==> config.mk <==
export PLATFORM = sky130hd
export DESIGN_NAME = privStackCtl
export DESIGN_NICKNAME = d
export VERILOG_FILES = /design/src/rtl/privStackPkg.sv /design/src/rtl/privStackCtrl.sv /design/src/rtl/privStackDatapath.sv /design/src/rtl/privStackCtl.sv
export SDC_FILE = /design/constraint.sdc
export NUM_CORES = 1
export LEC_CHECK = 0
export BUFFER_PORTS_ARGS = -buffer_cell sky130_fd_sc_hd__buf_2
export CORE_MARGIN = 1.5
export CORE_UTILIZATION = 36
export CTS_CLUSTER_SIZE = 10
export DETAILED_ROUTE_END_ITERATION = 6
export GPL_ROUTABILITY_DRIVEN = 1
export HOLD_SLACK_MARGIN = 0.12
export PLACE_DENSITY = 0.67
export RECOVER_POWER = 50
export SYNTH_ARGS = -nofsm -noshare
export SYNTH_HDL_FRONTEND = slang
export SYNTH_SLANG_ARGS = --single-unit
==> constraint.sdc <==
create_clock -name clk -period 6.8 [get_ports clk]
set_clock_uncertainty 0.15 [all_clocks]
set_input_delay 2.04 -clock clk [delete_from_list [all_inputs] [get_ports clk]]
set_output_delay 2.04 -clock clk [all_outputs]
set_load 0.02 [all_outputs]
==> src/rtl/privStackPkg.sv <==
package privStackPkg;
  // Strobes from control to datapath, already qualified by permission.
  typedef struct packed {
    logic       spWr;     // stack write request to the selected bank
    logic       selProc;  // 1: process bank is the selected bank
    logic [1:0] limWr;    // per-bank limit write, index 0 main, 1 process
  } dpStrobes_t;

  localparam int BANK_MAIN = 0;
  localparam int BANK_PROC = 1;
  localparam int NUM_BANKS = 2;
endpackage

==> src/rtl/privStackCtrl.sv <==
module privStackCtrl
  import privStackPkg::*;
#(
  parameter int NEST_W = 3
) (
  input  logic       clk,
  input  logic       rstN,
  input  logic       excEnter,
  input  logic       excReturn,
  input  logic       ctlWrEn,
  input  logic [1:0] ctlWrData,
  input  logic       spWrEn,
  input  logic       limWrEn,
  input  logic       limWrSel,
  output dpStrobes_t strb,
  output logic [1:0] ctlBits,
  output logic       isPriv,
  output logic       inHandler,
  output logic       useProcess,
  output logic       writeIgnored
);
  localparam logic [NEST_W-1:0] DEPTH_MAX  = '1;
  localparam logic [NEST_W-1:0] DEPTH_ZERO = '0;
  localparam logic [NEST_W-1:0] DEPTH_ONE  = NEST_W'(1);

  logic [NEST_W-1:0] depth;
  logic              ctlUnpriv;
  logic              ctlProcSel;
  logic              canWrPriv;
  logic              canWrSel;
  logic              enterOnly;
  logic              returnOnly;
  logic              ignoreNext;

  always_comb begin
    inHandler  = (depth != DEPTH_ZERO);
    isPriv     = inHandler || !ctlUnpriv;
    useProcess = !inHandler && ctlProcSel;
    canWrPriv  = isPriv;
    canWrSel   = isPriv && !inHandler;
    enterOnly  = excEnter && !excReturn;
    returnOnly = excReturn && !excEnter;
    ignoreNext = (ctlWrEn && !canWrSel) || (limWrEn && !isPriv);
    ctlBits    = {ctlProcSel, ctlUnpriv};
  end

  always_comb begin
    strb.spWr    = spWrEn;
    strb.selProc = useProcess;
    strb.limWr   = '0;
    strb.limWr[BANK_MAIN] = limWrEn && isPriv && !limWrSel;
    strb.limWr[BANK_PROC] = limWrEn && isPriv &&  limWrSel;
  end

  always_ff @(posedge clk) begin
    if (!rstN) begin
      depth        <= DEPTH_ZERO;
      ctlUnpriv    <= 1'b0;
      ctlProcSel   <= 1'b0;
      writeIgnored <= 1'b0;
    end else begin
      if (enterOnly && depth != DEPTH_MAX) begin
        depth <= depth + DEPTH_ONE;
      end else if (returnOnly && depth != DEPTH_ZERO) begin
        depth <= depth - DEPTH_ONE;
      end
      if (ctlWrEn && canWrPriv) ctlUnpriv  <= ctlWrData[0];
      if (ctlWrEn && canWrSel)  ctlProcSel <= ctlWrData[1];
      writeIgnored <= ignoreNext;
    end
  end
endmodule

==> src/rtl/privStackDatapath.sv <==
module privStackDatapath
  import privStackPkg::*;
#(
  parameter int SP_W = 32
) (
  input  logic            clk,
  input  logic            rstN,
  input  logic [SP_W-1:0] resetVector,
  input  dpStrobes_t      strb,
  input  logic [SP_W-1:0] spWrData,
  input  logic [SP_W-1:0] limWrData,
  output logic [SP_W-1:0] spRdData,
  output logic            stackOverflow
);
  logic [SP_W-1:0] mainSp;
  logic [SP_W-1:0] procSp;
  logic [SP_W-1:0] limBank [NUM_BANKS];
  logic [SP_W-1:0] activeLimit;
  logic            belowLimit;
  logic            storeOk;

  for (genvar b = 0; b < NUM_BANKS; b++) begin : g_limit
    always_ff @(posedge clk) begin
      if (!rstN)             limBank[b] <= '0;
      else if (strb.limWr[b]) limBank[b] <= limWrData;
    end
  end

  always_comb begin
    activeLimit = strb.selProc ? limBank[BANK_PROC] : limBank[BANK_MAIN];
    belowLimit  = spWrData < activeLimit;
    storeOk     = strb.spWr && !belowLimit;
    spRdData    = strb.selProc ? procSp : mainSp;
  end

  always_ff @(posedge clk) begin
    if (!rstN) begin
      mainSp        <= resetVector;
      stackOverflow <= 1'b0;
    end else begin
      if (storeOk && !strb.selProc) mainSp <= spWrData;
      stackOverflow <= strb.spWr && belowLimit;
    end
  end

  // Process bank carries no reset value.
  always_ff @(posedge clk) begin
    if (rstN && storeOk && strb.selProc) procSp <= spWrData;
  end
endmodule

==> src/rtl/privStackCtl.sv <==
module privStackCtl
  import privStackPkg::*;
#(
  parameter int SP_W   = 32,
  parameter int NEST_W = 3
) (
  input  logic            clk,
  input  logic            rstN,
  input  logic [SP_W-1:0] resetVector,
  input  logic            excEnter,
  input  logic            excReturn,
  input  logic            ctlWrEn,
  input  logic [1:0]      ctlWrData,
  input  logic            spWrEn,
  input  logic [SP_W-1:0] spWrData,
  input  logic            limWrEn,
  input  logic            limWrSel,
  input  logic [SP_W-1:0] limWrData,
  output logic [SP_W-1:0] spRdData,
  output logic [1:0]      ctlRdData,
  output logic            isPriv,
  output logic            inHandler,
  output logic            useProcess,
  output logic            stackOverflow,
  output logic            writeIgnored
);
  dpStrobes_t strb;

  privStackCtrl #(.NEST_W(NEST_W)) u_ctrl (
    .clk(clk), .rstN(rstN),
    .excEnter(excEnter), .excReturn(excReturn),
    .ctlWrEn(ctlWrEn), .ctlWrData(ctlWrData),
    .spWrEn(spWrEn), .limWrEn(limWrEn), .limWrSel(limWrSel),
    .strb(strb), .ctlBits(ctlRdData),
    .isPriv(isPriv), .inHandler(inHandler), .useProcess(useProcess),
    .writeIgnored(writeIgnored)
  );

  privStackDatapath #(.SP_W(SP_W)) u_dp (
    .clk(clk), .rstN(rstN), .resetVector(resetVector),
    .strb(strb), .spWrData(spWrData), .limWrData(limWrData),
    .spRdData(spRdData), .stackOverflow(stackOverflow)
  );
endmodule

; Word-level counts from Yosys, hierarchy flattened
; Memories as Yosys holds them, arrays and structs flattened.
; Index checks and enable logic that the tools add are counted.
[classes]
add_sub_neg = 2
n_lt_le_gt_ge = 1
eq_ne = 2
mux = 15
bitwise_logic = 2
n_reduce_logical = 31
[op_table]
columns = cell, n
row1 = $mux 32, 6
row2 = $lt 32x32->1, 1
row3 = $logic_and 1x1->1, 18
row4 = $logic_not 1->1, 9
row5 = $mux 1, 7
row6 = $mux 3, 2
row7 = $add 3x1->3 const B, 1
row8 = $ne 3x3->1 const B, 1
row9 = $reduce_bool 3->1, 1
row10 = $sub 3x1->3 const B, 1
row11 = $logic_or 1x1->1, 2
row12 = $ne 2x1->1 const B, 1
row13 = $or 1x1->1, 2
row14 = $reduce_bool 2->1, 1
[totals]
reg_bits = 71
ram_bits = 64
input_bits = 106
output_inout_bits = 39
word_cells = 61
memories = 1
[mem_list]
columns = name, depth, width, read_ports, rd_clocked_by_memory_dff, wr, line
row1 = u_dp.limBank, 2, 32, 2, 0, 2, privStackDatapath.sv:17  ; logic [SP_W-1:0] limBank [NUM_BANKS];

; Depth between registers and ports, before layout
[depth]
depth_word = 10
mapped_depth = 13
ltp_nobuf = 10

; By module
; From an unflattened synthesis, not the netlist that was laid out.
[hier_totals]
cells_unflattened = 458
area_unflattened_um2 = 6543.8
[by_module_without_submodules]
columns = mod, instances, cells_per_inst, area_each_um2
row1 = privStackDatapath, 1, 401, 6103.4
row2 = privStackCtrl, 1, 57, 440.4

; Worst setup path after synthesis
; OpenSTA, ideal clock, no wires.
[synth_path]
path_kind = input-to-reg
startpoint = input spWrData[30]
endpoint = register u_dp.procSp[0], enable pin
setup_ns = 0.432
t_arrival_ns = 4.974
required_time_ns = 6.218
setup_slack_ns = 1.244
path_stages = 6
path_buffers = 0
cell_sequence = ha_1 nand4_2 or4_4 nor3_4 nand3_2 a21oi_1
[synth_between]
elab_chain_len = 5
[synth_rtl]
columns = item, line
row1 = from (decl), privStackCtl.sv:15  ; input logic [SP_W-1:0] spWrData,
row2 = $lt 32x32->1, privStackDatapath.sv:31  ; belowLimit = spWrData < activeLimit;
row3 = $logic_not 1->1, privStackDatapath.sv:32  ; storeOk = strb.spWr && !belowLimit;
row4 = $logic_and 1x1->1, privStackDatapath.sv:32
row5 = $logic_and 1x1->1 (2 in a row), privStackDatapath.sv:48  ; if (rstN && storeOk && strb.selProc) procSp <= spWrData;
row6 = to (signal assigned), privStackDatapath.sv:48
row7 = to (decl), privStackDatapath.sv:16  ; logic [SP_W-1:0] procSp;
; No other way between the ends.
; A chain may end at the register's enable or synchronous reset.

; Worst setup path in the final report
[layout_path]
startpoint = register u_ctrl.depth[0]
endpoint = output spRdData[19]
[layout_between]
elab_chain_len = 4
[layout_rtl]
columns = item, line
row1 = from (decl), privStackCtrl.sv:26  ; logic [NEST_W-1:0] depth;
row2 = from (signal assigned), privStackCtrl.sv:63  ; depth <= depth + DEPTH_ONE;
row3 = from (signal assigned), privStackCtrl.sv:65  ; depth <= depth - DEPTH_ONE;
row4 = $reduce_bool 3->1, privStackCtrl.sv:36  ; inHandler = (depth != DEPTH_ZERO);
row5 = $logic_not 1->1, privStackCtrl.sv:38  ; useProcess = !inHandler && ctlProcSel;
row6 = $logic_and 1x1->1, privStackCtrl.sv:38
row7 = $mux 32, privStackDatapath.sv:33  ; spRdData = strb.selProc ? procSp : mainSp;
row8 = to (decl), privStackCtl.sv:19  ; output logic [SP_W-1:0] spRdData,
; No other way between the ends.

==> flow_summary.ini <==
[routing]
drc = 0
ant_nets = 0
num_vias = 4416
viasPerCell = 4.86
wl_per_cell_um = 16.4
drt-pass1-iter-count = 4
routed_wirelength_um = 14900
dr.first_iter.drc_count = 237

[floorplan]
dieArea_um2 = 19100
pin_count = 145
core_um2 = 18000
start_util = 0.367
die_h_um = 138
rows = 49
fp.dieW_um = 138

[sta]
timing_max_transition_violations_final = 107
finalCriticalPeriod_ns = 5.71
whs_ns = 0.429
finalHoldViolations = 0
setup_tns_ns = 0
relSlewSlack = -0.511
timing.final.crit_share = 0.839
fmax_mhz = 175
tightest_slew_ns = 2.27
setup-violations-final = 0
rsz0062_at_grt = false

[setup_path]
cp_slowest_stage_delay_ns = 0.90
endpoint_kind = output pin
critPathBufInv = 3
crit_top_cell = nand2_1
path_delay_family = buffers and inverters
cp_slowest_cell = inv_2
worst_r2r_path_depth = 10
critPathMaxFanout = 39
worstPathRequired_ns = 4.61
critPathKind = flip-flop to output pin
critPathLaunchType = flip-flop
critical_path_depth = 7
cp.arrival_ns = 3.52
worstPathCellList = nor3_1 -> nand2_2 -> inv_2 -> buf_4 -> nand2_1 -> nand2_1 -> buf_2

[yosys]
syn_inst = 521
syn-num-nets = 659
yosys.area.top_type = edfxtp_1
yosysMostFrequentCell = edfxtp_1
ys.flop_type = edfxtp_1
ys_ff_latch = 135
async_flop_share = 0
synth_top_cell_area_share = 0.583
synth_cell_type_count = 44
synth_area_leaders = edfxtp_1 58%, nand2_1 6.6%, and2_1 6.1%, ha_1 5.9%, mux2_2 5.5%
avgSynthCellArea_um2 = 12.7
post_synth_instance_area_um2 = 6590
ys_seq_area_frac = 0.604
yosys_warnings = 0
synth_edf_count = 128
synth_commonest_cells = 128 x edfxtp_1, 116 x nand2_1, 64 x and2_1, 32 x mux2_2, 32 x mux2i_1

[layout]
multi_input_area_um2 = 2460
area_delta_synth_final_pct = 22.0
fillers = 1653
layout.area.seq_um2 = 3980
post-route-util = 0.448
nets = 803
drive_above_1_share = 0.268

[placed_design]
port_buffers = 144
gp_congestion = 0.797
dp_hpwl_um = 11000

[clocking]
post_cts_buffers = 0
clk_latency_ns = 0.41
clock-root-buffer = clkbuf_16
cts_max_level = 4
cts_tree = built
cts.repair.resized = 0
cts.sinks = 135
cts_buffers = 17
hold_buffers = 0
clk_pin_slew_ns = 0.06
cts_buffer_depth = 2

[outcome]
violations = max-capacitance violations, max-slew violations
outcome = complete, but fails checks

[power]
p_total_w = 0.00223
ir_drop_mv = 0.156
combPwrFrac = 0.147
p_per_area_nw_per_um2 = 277
seqPwrFrac = 0.445
p_leak_nw = 3.23
switchingPower_w = 0.000558
clkPwrFrac = 0.408
p_int_w = 0.00167
sw_frac_of_total = 0.250

[min_path]
hold_class = flip-flop to flip-flop
holdPathStages = 2

[global_routing]
grt_pass1_vias = 4766
grt_max_degree = 41
grt_usage = 0.159
antenna_found_initial = 3
grt_overflow = 0
grt_pass1_wl_um = 23600

[job]
cap_violations = 3
[per-stage QoR]
| stage | cell area (um^2) | setup WS [ns] | instances |
|---|---|---|---|
| after detailed placement | 7530 | 1.42 | 875 |
| after floorplan | 6590 | 1.24 | 521 |
| after global placement | 7530 | 1.56 | 875 |
| final | 8050 | 1.09 | 909 |
| after global routing | 8040 | 0.768 | 907 |
| after CTS | 8120 | 1.23 | 907 |
[final timing paths]
check	from	to	slack, ns
min reg2reg	u_ctrl.ctlProcSel$_SDFFE_PN0P_	u_ctrl.ctlProcSel$_SDFFE_PN0P_	0.43
max	u_ctrl.depth[0]$_SDFFE_PN0P_	spRdData[19]	1.09
max reg2reg	u_ctrl.depth[0]$_SDFFE_PN0P_	u_dp.procSp[2]$_DFFE_PP_	1.21
min	u_ctrl.ctlProcSel$_SDFFE_PN0P_	u_ctrl.ctlProcSel$_SDFFE_PN0P_	0.43
[worst min-delay path, stage by stage (launching register included)]
cell and delay, ns:
dfxtp_1 0.37, mux2i_1 0.10, nor2_1 0.07
[logic make-up (layout without fill, tap and decap cells)]
kind of cell / Yosys count / count (layout) / synth area share
adders and majority gates: 32 / 32 / 0.0619
AOI/OAI and AO/OA: 44 / 44 / 0.0442
other: 0 / 2 / 0
muxes: 64 / 64 / 0.103
buffers and inverters: 30 / 187 / 0.0239
and+or+nand+nor: 216 / 216 / 0.163
DFF: 135 / 135 / 0.604
[final cells by class]
type / instances / area share
Inverter: 5 / 0.00233
Antenna cell: 2 / 0.000622
Multi-Input combinational cell: 356 / 0.305
Clock inverter: 14 / 0.0197
Sequential cell: 135 / 0.495
Tap cell: 229 / 0.0356
Timing Repair Buffer: 150 / 0.0879
Clock buffer: 18 / 0.0533
[power groups by stage]
stage | registers (W) | logic, W | clock network, W
finish | 0.000992 | 0.000328 | 0.000909
global route | 0.000996 | 0.000362 | 0.000956
CTS | 0.000992 | 0.000337 | 0.000923
detailed placement | 0.00101 | 0.000336 | 0
global placement | 0.00101 | 0.000325 | 0
floorplan | 0.00100 | 0.000217 | 0
[per-layer routing]
layer,part of all wire,global-route usage,vias to the layer above
met3,0.058,0.0530,29
met1,0.42,0.175,2087
met5,0.0010,0,-
met2,0.50,0.278,127
met4,0.024,0.0709,2
li1,-,-,2171
[placed cells by master, fill, tap and decap left out, drive strengths merged, types with 7 or more instances in the layout]
cell type,instances
clkbuf,59
ha,31
clkinv,8
edfxtp,128
dfxtp,7
nor2,10
and2,64
mux2,32
mux2i,32
a21oi,15
nand2,117
buf,109
[sequential cells by signal, summed over array words and instances, names as in the netlist]
name	flops
u_ctrl.depth	3
u_dp.mainSp	32
u_ctrl.writeIgnored	1
u_ctrl.ctlUnpriv	1
u_dp.stackOverflow	1
u_ctrl.ctlProcSel	1
u_dp.procSp	32
u_dp.limBank	64
(Power assumes the default switching activity.)
